## config.mk

```make
export PLATFORM = sky130hd
export DESIGN_NAME = perf_counter_bank
export DESIGN_NICKNAME = d
export VERILOG_FILES = /design/src/rtl/pmc_pkg.sv /design/src/rtl/pmc_counter.sv /design/src/rtl/pmc_irq_ctrl.sv /design/src/rtl/perf_counter_bank.sv
export SDC_FILE = /design/constraint.sdc
export NUM_CORES = 2
export LEC_CHECK = 0
export BUFFER_PORTS_ARGS = -buffer_cell sky130_fd_sc_hd__buf_4
export CAP_MARGIN = 15
export CORE_MARGIN = 1.5
export CORE_UTILIZATION = 55
export CTS_CLUSTER_DIAMETER = 30
export DETAILED_ROUTE_END_ITERATION = 16
export PLACE_DENSITY = 0.78
export SLEW_MARGIN = 20
export SYNTH_ARGS = -nofsm -noshare
export SYNTH_HDL_FRONTEND = slang
export SYNTH_SLANG_ARGS = --single-unit
```

## constraint.sdc

```tcl
create_clock -name clk -period 6.79 [get_ports clk]
set_input_delay 0.3395 -clock clk [delete_from_list [all_inputs] [get_ports clk]]
set_output_delay 0.3395 -clock clk [all_outputs]
set_load 0.02 [all_outputs]
```

## src/rtl/pmc_pkg.sv

```systemverilog
package pmc_pkg;

  localparam int NUM_CTR    = 10;
  localparam int LO_CNT     = 8;
  localparam int HI_CNT     = NUM_CTR - LO_CNT;
  localparam int DATA_W     = 64;
  localparam int ADDR_W     = 4;
  localparam int EVT_CODE_W = 8;
  localparam int EVT_W      = 1 << EVT_CODE_W;
  localparam int SEL_W      = 4 * EVT_CODE_W;

  // register addresses
  localparam logic [ADDR_W-1:0] A_CTRL0  = ADDR_W'(10);
  localparam logic [ADDR_W-1:0] A_CTRL1  = ADDR_W'(11);
  localparam logic [ADDR_W-1:0] A_SEL_LO = ADDR_W'(12);
  localparam logic [ADDR_W-1:0] A_SEL_HI = ADDR_W'(13);
  localparam logic [ADDR_W-1:0] A_STATUS = ADDR_W'(14);

  // control word 0 field positions
  localparam int C0_EN_LO = 0;
  localparam int C0_IE_LO = 8;
  localparam int C0_MODE  = 16;
  localparam int C0_ACT   = 20;
  localparam int C0_EN_HI = 32;
  localparam int C0_IE_HI = 44;

  // control word 1 field positions
  localparam int C1_USR_LO = 0;
  localparam int C1_KRN_LO = 8;
  localparam int C1_USR_HI = 32;
  localparam int C1_KRN_HI = 40;

  localparam logic [1:0] MODE_OFF  = 2'd0;
  localparam logic [1:0] MODE_FAST = 2'd1;

  typedef logic [NUM_CTR-1:0] ctr_mask_t;

  // collect a per-counter mask from its two split fields
  function automatic ctr_mask_t gather(input logic [DATA_W-1:0] r, input int lo, input int hi);
    ctr_mask_t m;
    m[LO_CNT-1:0]       = r[lo +: LO_CNT];
    m[NUM_CTR-1:LO_CNT] = r[hi +: HI_CNT];
    return m;
  endfunction

  // place a per-counter mask back into its two split fields
  function automatic logic [DATA_W-1:0] scatter(input ctr_mask_t m, input int lo, input int hi);
    logic [DATA_W-1:0] r;
    r = '0;
    r[lo +: LO_CNT] = m[LO_CNT-1:0];
    r[hi +: HI_CNT] = m[NUM_CTR-1:LO_CNT];
    return r;
  endfunction

  // event code of a selectable counter
  function automatic logic [EVT_CODE_W-1:0] code_of(input logic [SEL_W-1:0] sel_lo,
                                                    input logic [SEL_W-1:0] sel_hi,
                                                    input int idx);
    if (idx < 2)      return '0;
    else if (idx < 6) return sel_lo[(idx-2)*EVT_CODE_W +: EVT_CODE_W];
    else              return sel_hi[(idx-6)*EVT_CODE_W +: EVT_CODE_W];
  endfunction

endpackage

```

## src/rtl/pmc_counter.sv

```systemverilog
module pmc_counter #(
  parameter int W = 48
) (
  input  logic         clk,
  input  logic         rst_n,
  input  logic         wr_en,
  input  logic [W-1:0] wr_val,
  input  logic         inc_en,
  output logic [W-1:0] count,
  output logic         ovf_pulse
);

  logic [W-1:0] cnt_q;
  logic [W-1:0] cnt_inc;

  assign cnt_inc   = cnt_q + W'(1);
  // top bit goes 0 -> 1 through an increment that is not overridden by a write
  assign ovf_pulse = inc_en & ~wr_en & ~cnt_q[W-1] & cnt_inc[W-1];
  assign count     = cnt_q;

  always_ff @(posedge clk) begin
    if (!rst_n)      cnt_q <= '0;
    else if (wr_en)  cnt_q <= wr_val;
    else if (inc_en) cnt_q <= cnt_inc;
  end

endmodule

```

## src/rtl/pmc_irq_ctrl.sv

```systemverilog
module pmc_irq_ctrl
  import pmc_pkg::*;
#(
  parameter int N = NUM_CTR
) (
  input  logic         clk,
  input  logic         rst_n,
  input  logic         mode_wr,
  input  logic [1:0]   mode_in,
  input  logic         w1c_en,
  input  logic [N-1:0] w1c_mask,
  input  logic [N-1:0] ovf_set,
  input  logic [N-1:0] irq_en,
  output logic [1:0]   mode_q,
  output logic         active_q,
  output logic [N-1:0] status_q,
  output logic         irq_req
);

  logic [N-1:0] clr_mask;

  assign clr_mask = w1c_en ? w1c_mask : '0;
  assign irq_req  = (mode_q == MODE_FAST) && (|(status_q & irq_en)) && !active_q;

  always_ff @(posedge clk) begin
    if (!rst_n) begin
      mode_q   <= MODE_OFF;
      active_q <= 1'b0;
      status_q <= '0;
    end else begin
      if (mode_wr) mode_q <= mode_in;
      if (mode_wr)      active_q <= 1'b0;
      else if (irq_req) active_q <= 1'b1;
      // a fresh overflow wins over a clear in the same cycle
      status_q <= (status_q & ~clr_mask) | ovf_set;
    end
  end

endmodule

```

## src/rtl/perf_counter_bank.sv

```systemverilog
module perf_counter_bank
  import pmc_pkg::*;
#(
  parameter int CTR_W = 48
) (
  input  logic              clk,
  input  logic              rst_n,
  input  logic              reg_wr,
  input  logic [ADDR_W-1:0] reg_addr,
  input  logic [DATA_W-1:0] reg_wdata,
  output logic [DATA_W-1:0] reg_rdata,
  input  logic [EVT_W-1:0]  event_vec,
  input  logic              insn_retired,
  input  logic              priv_kernel,
  output logic              irq_out
);

  // named internal events
  logic ctrl0_wr, ctrl1_wr, sel_lo_wr, sel_hi_wr, status_w1c;
  ctr_mask_t cnt_en, irq_en, user_en, kern_en;
  ctr_mask_t ctr_wr, inc, evt_hit, ovf_set, ovf_status;
  logic [SEL_W-1:0] sel_lo, sel_hi;
  logic [NUM_CTR-1:0][CTR_W-1:0] ctr_val;
  logic [CTR_W-1:0] wr_val;
  logic [1:0] irq_mode;
  logic irq_active;
  logic unused_wdata_hi;

  assign ctrl0_wr   = reg_wr && (reg_addr == A_CTRL0);
  assign ctrl1_wr   = reg_wr && (reg_addr == A_CTRL1);
  assign sel_lo_wr  = reg_wr && (reg_addr == A_SEL_LO);
  assign sel_hi_wr  = reg_wr && (reg_addr == A_SEL_HI);
  assign status_w1c = reg_wr && (reg_addr == A_STATUS);
  assign wr_val     = reg_wdata[CTR_W-1:0];
  assign unused_wdata_hi = ^(reg_wdata >> CTR_W);

  // configuration registers
  always_ff @(posedge clk) begin
    if (!rst_n) begin
      cnt_en  <= '0;
      irq_en  <= '0;
      user_en <= '0;
      kern_en <= '0;
      sel_lo  <= '0;
      sel_hi  <= '0;
    end else begin
      if (ctrl0_wr) begin
        cnt_en <= gather(reg_wdata, C0_EN_LO, C0_EN_HI);
        irq_en <= gather(reg_wdata, C0_IE_LO, C0_IE_HI);
      end
      if (ctrl1_wr) begin
        user_en <= gather(reg_wdata, C1_USR_LO, C1_USR_HI);
        kern_en <= gather(reg_wdata, C1_KRN_LO, C1_KRN_HI);
      end
      if (sel_lo_wr) sel_lo <= reg_wdata[SEL_W-1:0];
      if (sel_hi_wr) sel_hi <= reg_wdata[SEL_W-1:0];
    end
  end

  // per-counter event source, filter and storage
  for (genvar i = 0; i < NUM_CTR; i++) begin : g_ctr
    if (i == 0) begin : g_cyc
      assign evt_hit[i] = 1'b1;
    end else if (i == 1) begin : g_ins
      assign evt_hit[i] = insn_retired;
    end else begin : g_sel
      assign evt_hit[i] = event_vec[code_of(sel_lo, sel_hi, i)];
    end

    assign ctr_wr[i] = reg_wr && (reg_addr == ADDR_W'(i));
    assign inc[i]    = cnt_en[i] && evt_hit[i] && (priv_kernel ? kern_en[i] : user_en[i]);

    pmc_counter #(.W(CTR_W)) u_ctr (
      .clk       (clk),
      .rst_n     (rst_n),
      .wr_en     (ctr_wr[i]),
      .wr_val    (wr_val),
      .inc_en    (inc[i]),
      .count     (ctr_val[i]),
      .ovf_pulse (ovf_set[i])
    );
  end

  pmc_irq_ctrl #(.N(NUM_CTR)) u_irq (
    .clk      (clk),
    .rst_n    (rst_n),
    .mode_wr  (ctrl0_wr),
    .mode_in  (reg_wdata[C0_MODE +: 2]),
    .w1c_en   (status_w1c),
    .w1c_mask (reg_wdata[NUM_CTR-1:0]),
    .ovf_set  (ovf_set),
    .irq_en   (irq_en),
    .mode_q   (irq_mode),
    .active_q (irq_active),
    .status_q (ovf_status),
    .irq_req  (irq_out)
  );

  // read path
  always_comb begin
    reg_rdata = '0;
    for (int i = 0; i < NUM_CTR; i++) begin
      if (reg_addr == ADDR_W'(i)) reg_rdata = DATA_W'(ctr_val[i]);
    end
    case (reg_addr)
      A_CTRL0:  reg_rdata = scatter(cnt_en, C0_EN_LO, C0_EN_HI)
                          | scatter(irq_en, C0_IE_LO, C0_IE_HI)
                          | (DATA_W'(irq_mode) << C0_MODE)
                          | (DATA_W'(irq_active) << C0_ACT);
      A_CTRL1:  reg_rdata = scatter(user_en, C1_USR_LO, C1_USR_HI)
                          | scatter(kern_en, C1_KRN_LO, C1_KRN_HI);
      A_SEL_LO: reg_rdata = DATA_W'(sel_lo);
      A_SEL_HI: reg_rdata = DATA_W'(sel_hi);
      A_STATUS: reg_rdata = DATA_W'(ovf_status);
      default:  ;
    endcase
  end

endmodule

```

==> results of run 1 <==
[per-stage QoR]
step | util, % | setup WS [ns] | hold WS, ns | instance area (um^2) | cells
CTS | 62.9 | 1.75 | 0.00594 | 58600 | 7428
detailed placement | 58.5 | 1.76 | 0.463 | 54500 | 7213
global placement | 58.4 | 1.81 | 0.456 | 54500 | 7212
floorplan | - | 3.34 | 0.444 | 51700 | 6088
[cells by family after synthesis]
group,after synthesis,share of synthesized area (%)
mux,692,24.8
fa+ha+maj,10,0.242
simple gates,2035,20.2
compound gates,1725,20.8
flops,597,23.2
other cells,1,0.00727
xor+xnor,287,4.87
buf+inv,726,5.97
[cell usage after synthesis (125+ instances only)]
library cell / count
dfxtp_1: 597
nand2_1: 571
o21ai_0: 527
mux4_2: 462
a21oi_1: 428
clkbuf_1: 423
nor2_1: 289
nand3_1: 263
mux2i_1: 188
xnor2_1: 185
a22oi_1: 170
a31oi_1: 156
nand4_1: 153
nor3_1: 125
[metal layers]
layer | GRT overflow | track usage (%)
met4 | 1 | 39.0
met1 | 0 | 60.1
met5 | 0 | 0.404
met3 | 0 | 21.8
met2 | 0 | 68.5
==> results_dict.tcl, run 1 <==
set metrics [dict create \
    std_cell_rows 112 \
    outcome "did not finish" \
    hpwl_um 170000 \
    gp_congestion 1.10 \
    ctsResizeCount 0 \
    synth_seq_cells 597 \
    grt_pass1_vias 52200 \
    yosysTopAreaCell "dfxtp_1" \
    grtUsageTotal_pct 49.7 \
    firstError "[ERROR GRT-0116] Global routing finished with congestion. Check the congestion regions in the DRC Viewer." \
    initial_core_util_pct 55.4 \
    hold_buffers 3 \
    die_height_um 309 \
    die_width_um 309 \
    ys_top_cells_by_area "dfxtp_1, mux4_2, o21ai_0" \
    synth_area_um2 51600 \
    synth_warnings 0 \
    cts-root-buf "clkbuf_16" \
    cts_buffers 113 \
    htreeDepth 3 \
    synth-seq-area-share_pct 23.2 \
    clock_sinks 597 \
    synth_top_area_share_pct 23.2 \
    grt_pass1_wl_um 353000 \
    synthFlopType "dfxtp_1" \
    haltStage "5_1_grt" \
    io_buffers 361 \
    netlist-cell-type-count 84 \
    async_reset_ff_share_pct 0 \
    ios 394 \
    grt_max_degree 154 \
    synthCells 6073 \
    cts_buffer_depth 3 \
    cts_setup_buffers 0 \
    avgSynthCellArea_um2 8.50 \
    overflow 1 \
    synth_edf_count 0 \
]
==> inputs of run 2 (changes only) <==
CORE_UTILIZATION = 40   (was 55)
CTS_CLUSTER_DIAMETER = not set   (was 30)
PLACE_DENSITY = not set   (was 0.78)
PLACE_DENSITY_LB_ADDON = 0.15   (was not set)
==> run 2 against run 1 <==
  * The flow now finishes without violations
  * Synthesized cell count unchanged
  * Area after synthesis unchanged
==> results_dict.tcl, run 2 <==
set metrics [dict create \
    final_common_cell "dfxtp_1" \
    async_reset_ff_share_pct 0 \
    nNetsFinal 6376 \
    htreeDepth 3 \
    final_cell_mix "dfxtp_1, nand2_1, o21ai_0" \
    grt_pass1_vias 49200 \
    seq_area_um2 12000 \
    grtUsageTotal_pct 38.7 \
    cp-start-kind "flip-flop" \
    avgRoutedWirePerCell_um 34.2 \
    synthCells 6073 \
    io_buffers 361 \
    drt-total-wl_um 265000 \
    cts_setup_buffers 0 \
    ys_top_cells_by_area "dfxtp_1, mux4_2, o21ai_0" \
    clock_sinks 597 \
    largest_register_ffs 480 \
    critPathMaxStageDelay_ns 1.09 \
    p_seq_share_pct 39.8 \
    cp-end-kind "flip-flop" \
    synth_edf_count 0 \
    grt_max_degree 120 \
    multiInputGateArea_um2 36800 \
    cts_buffer_depth 3 \
    ir_drop_mv 0.183 \
    finalSetupTns_ns 0 \
    slew_headroom_pct 12.2 \
    drive_above_1_share_pct 19.6 \
    hold_class "in -> reg" \
    drtPass1Iterations 13 \
    hold_buffers 0 \
    synthTopCellsByCount "dfxtp_1, nand2_1, o21ai_0, mux4_2, a21oi_1" \
    rsz0062_at_grt "no" \
    hpwl_um 190000 \
    fill_cells 12600 \
    critPathRequiredTime_ns 7.35 \
    std_cell_rows 131 \
    p_int_w 0.00653 \
    crit_type "reg -> reg" \
    cts_buffers 71 \
    min_period_over_period_pct 80.9 \
    avgSynthCellArea_um2 8.50 \
    final-setup-viol-count 0 \
    crit_chain "buf_4, nor3b_1, o2111ai_1, nand4_1, nor3_1, or4b_1, or3_4, or4b_1, a31oi_1" \
    crit_top_cell "or4b_1" \
    synth_top_area_share_pct 23.2 \
    max_slew.worst_pin.slew_ns 1.31 \
    drc 0 \
    overflow 0 \
    maxSlewViolCount 0 \
    synth-seq-area-share_pct 23.2 \
    p_per_area_nw_per_um2 163 \
    ios 394 \
    grt_pass1_wl_um 372000 \
    die_area_um2 131000 \
    yosysMostFrequentCell "dfxtp_1" \
    vias 56100 \
    min_period_ns 5.49 \
    gp_congestion 1.02 \
    critical_path_buf_inv_count 1 \
    power_frac_comb_pct 16.7 \
    synthFlopType "dfxtp_1" \
    swShare_pct 30.2 \
    worstPathArrival_ns 6.05 \
    outcome "finished, final reports clean" \
    die_width_um 362 \
    synth_warnings 0 \
    critical_path.top_delay_family "simple AND/OR/NAND/NOR gates" \
    die_height_um 362 \
    netlist-cell-type-count 84 \
    pwr-share-clk_pct 43.5 \
    leakagePower_nw 17.2 \
    clock.fmax_mhz 182 \
    hold_violations 0 \
    ctsResizeCount 0 \
    core_um2 128000 \
    yosysTopAreaCell "dfxtp_1" \
    fin_hold_ws_ns 0.0579 \
    crit_fanout 64 \
    synth_seq_cells 597 \
    crit_path_top_delay_cell "nor3b_1" \
    syn2layout_area_growth_pct 11.4 \
    cts-root-buf "clkbuf_16" \
    p_sw_w 0.00283 \
    clk_latency_ns 0.66 \
    synth_area_um2 51600 \
    cts_tree "yes" \
    detail_route.vias_per_cell 7.22 \
    maxCapViolCount 0 \
    initial_core_util_pct 40.4 \
    path_clk_slew_ns 0.06 \
    ant_nets 0 \
    first_iter_violations 9392 \
    fin_skew_ns 0.0506 \
    antenna_found_initial 28 \
]
## run 2: cells by family after synthesis
logic type	share of synthesized area [%]
DFF	23.2
xor gates and xnor gates	4.87
buffers and inverters	5.97
muxes	24.8
and+or+nand+nor	20.2
other	0.00727
AOI/OAI and AO/OA	20.8
adders and majority gates	0.242
## run 2: per-layer routing
metal / global-route usage, % / vias up / routed length (um)
met2: 56.0 / 4230 / 111000
li1: - / 23500 / -
met4: 20.1 / 20 / 16700
met3: 10.4 / 732 / 34800
met1: 52.7 / 27600 / 103000
met5: 0.259 / - / 127
## run 2: cell type report
cell class	count	share of cell area, %
multi-input combinational	4765	64.1
sequential	597	20.9
timing repair buffer	483	6.40
clock buffer	103	3.65
tap	1662	3.62
inverter	119	0.785
clock inverter	24	0.544
antenna	12	0.0522
## run 2: per-stage QoR
stage / power, W / util [%] / cells / setup slack, ns / area (um^2)
floorplan: 0.00454 / - / 6088 / 3.34 / 51700
global placement: 0.00528 / 43.1 / 7626 / 1.45 / 55000
detailed placement: 0.00530 / 43.1 / 7626 / 1.42 / 55100
CTS: 0.00931 / 45.0 / 7753 / 1.41 / 57500
global route: 0.00957 / 45.0 / 7759 / 1.41 / 57500
finish: 0.00936 / 45.0 / 7765 / 1.30 / 57500
## run 2: final timing paths
path	start	cells after the start	slack, ns	endpoint
setup / recovery	sel_lo[28]$_SDFFE_PN0P_	9	1.30	g_ctr[5].u_ctr.count[46]$_SDFFE_PN0P_
hold / removal	reg_wdata[36]	3	0.06	g_ctr[9].u_ctr.count[36]$_SDFFE_PN0P_
setup reg to reg	sel_lo[28]$_SDFFE_PN0P_	9	1.30	g_ctr[5].u_ctr.count[46]$_SDFFE_PN0P_
hold reg to reg	sel_lo[20]$_SDFFE_PN0P_	2	0.46	sel_lo[20]$_SDFFE_PN0P_
## run 2: worst reg2reg max path, stage by stage (launching register included)
cell and delay, ns:
dfxtp_1 0.54, buf_4 0.37, nor3b_1 1.09, o2111ai_1 0.53, nand4_1 0.36, nor3_1 0.19, or4b_1 0.75, or3_4 0.74
or4b_1 0.69, a31oi_1 0.18
## run 2: power by group through the flow
stage / sequential (W) / clock (W) / combinational [W]
detailed placement: 0.00380 / 0 / 0.00150
CTS: 0.00372 / 0.00409 / 0.00151
floorplan: 0.00373 / 0 / 0.000809
global placement: 0.00380 / 0 / 0.00149
finish: 0.00373 / 0.00407 / 0.00157
global route: 0.00374 / 0.00423 / 0.00160
Note: power is estimated with default switching activity, not from simulation.
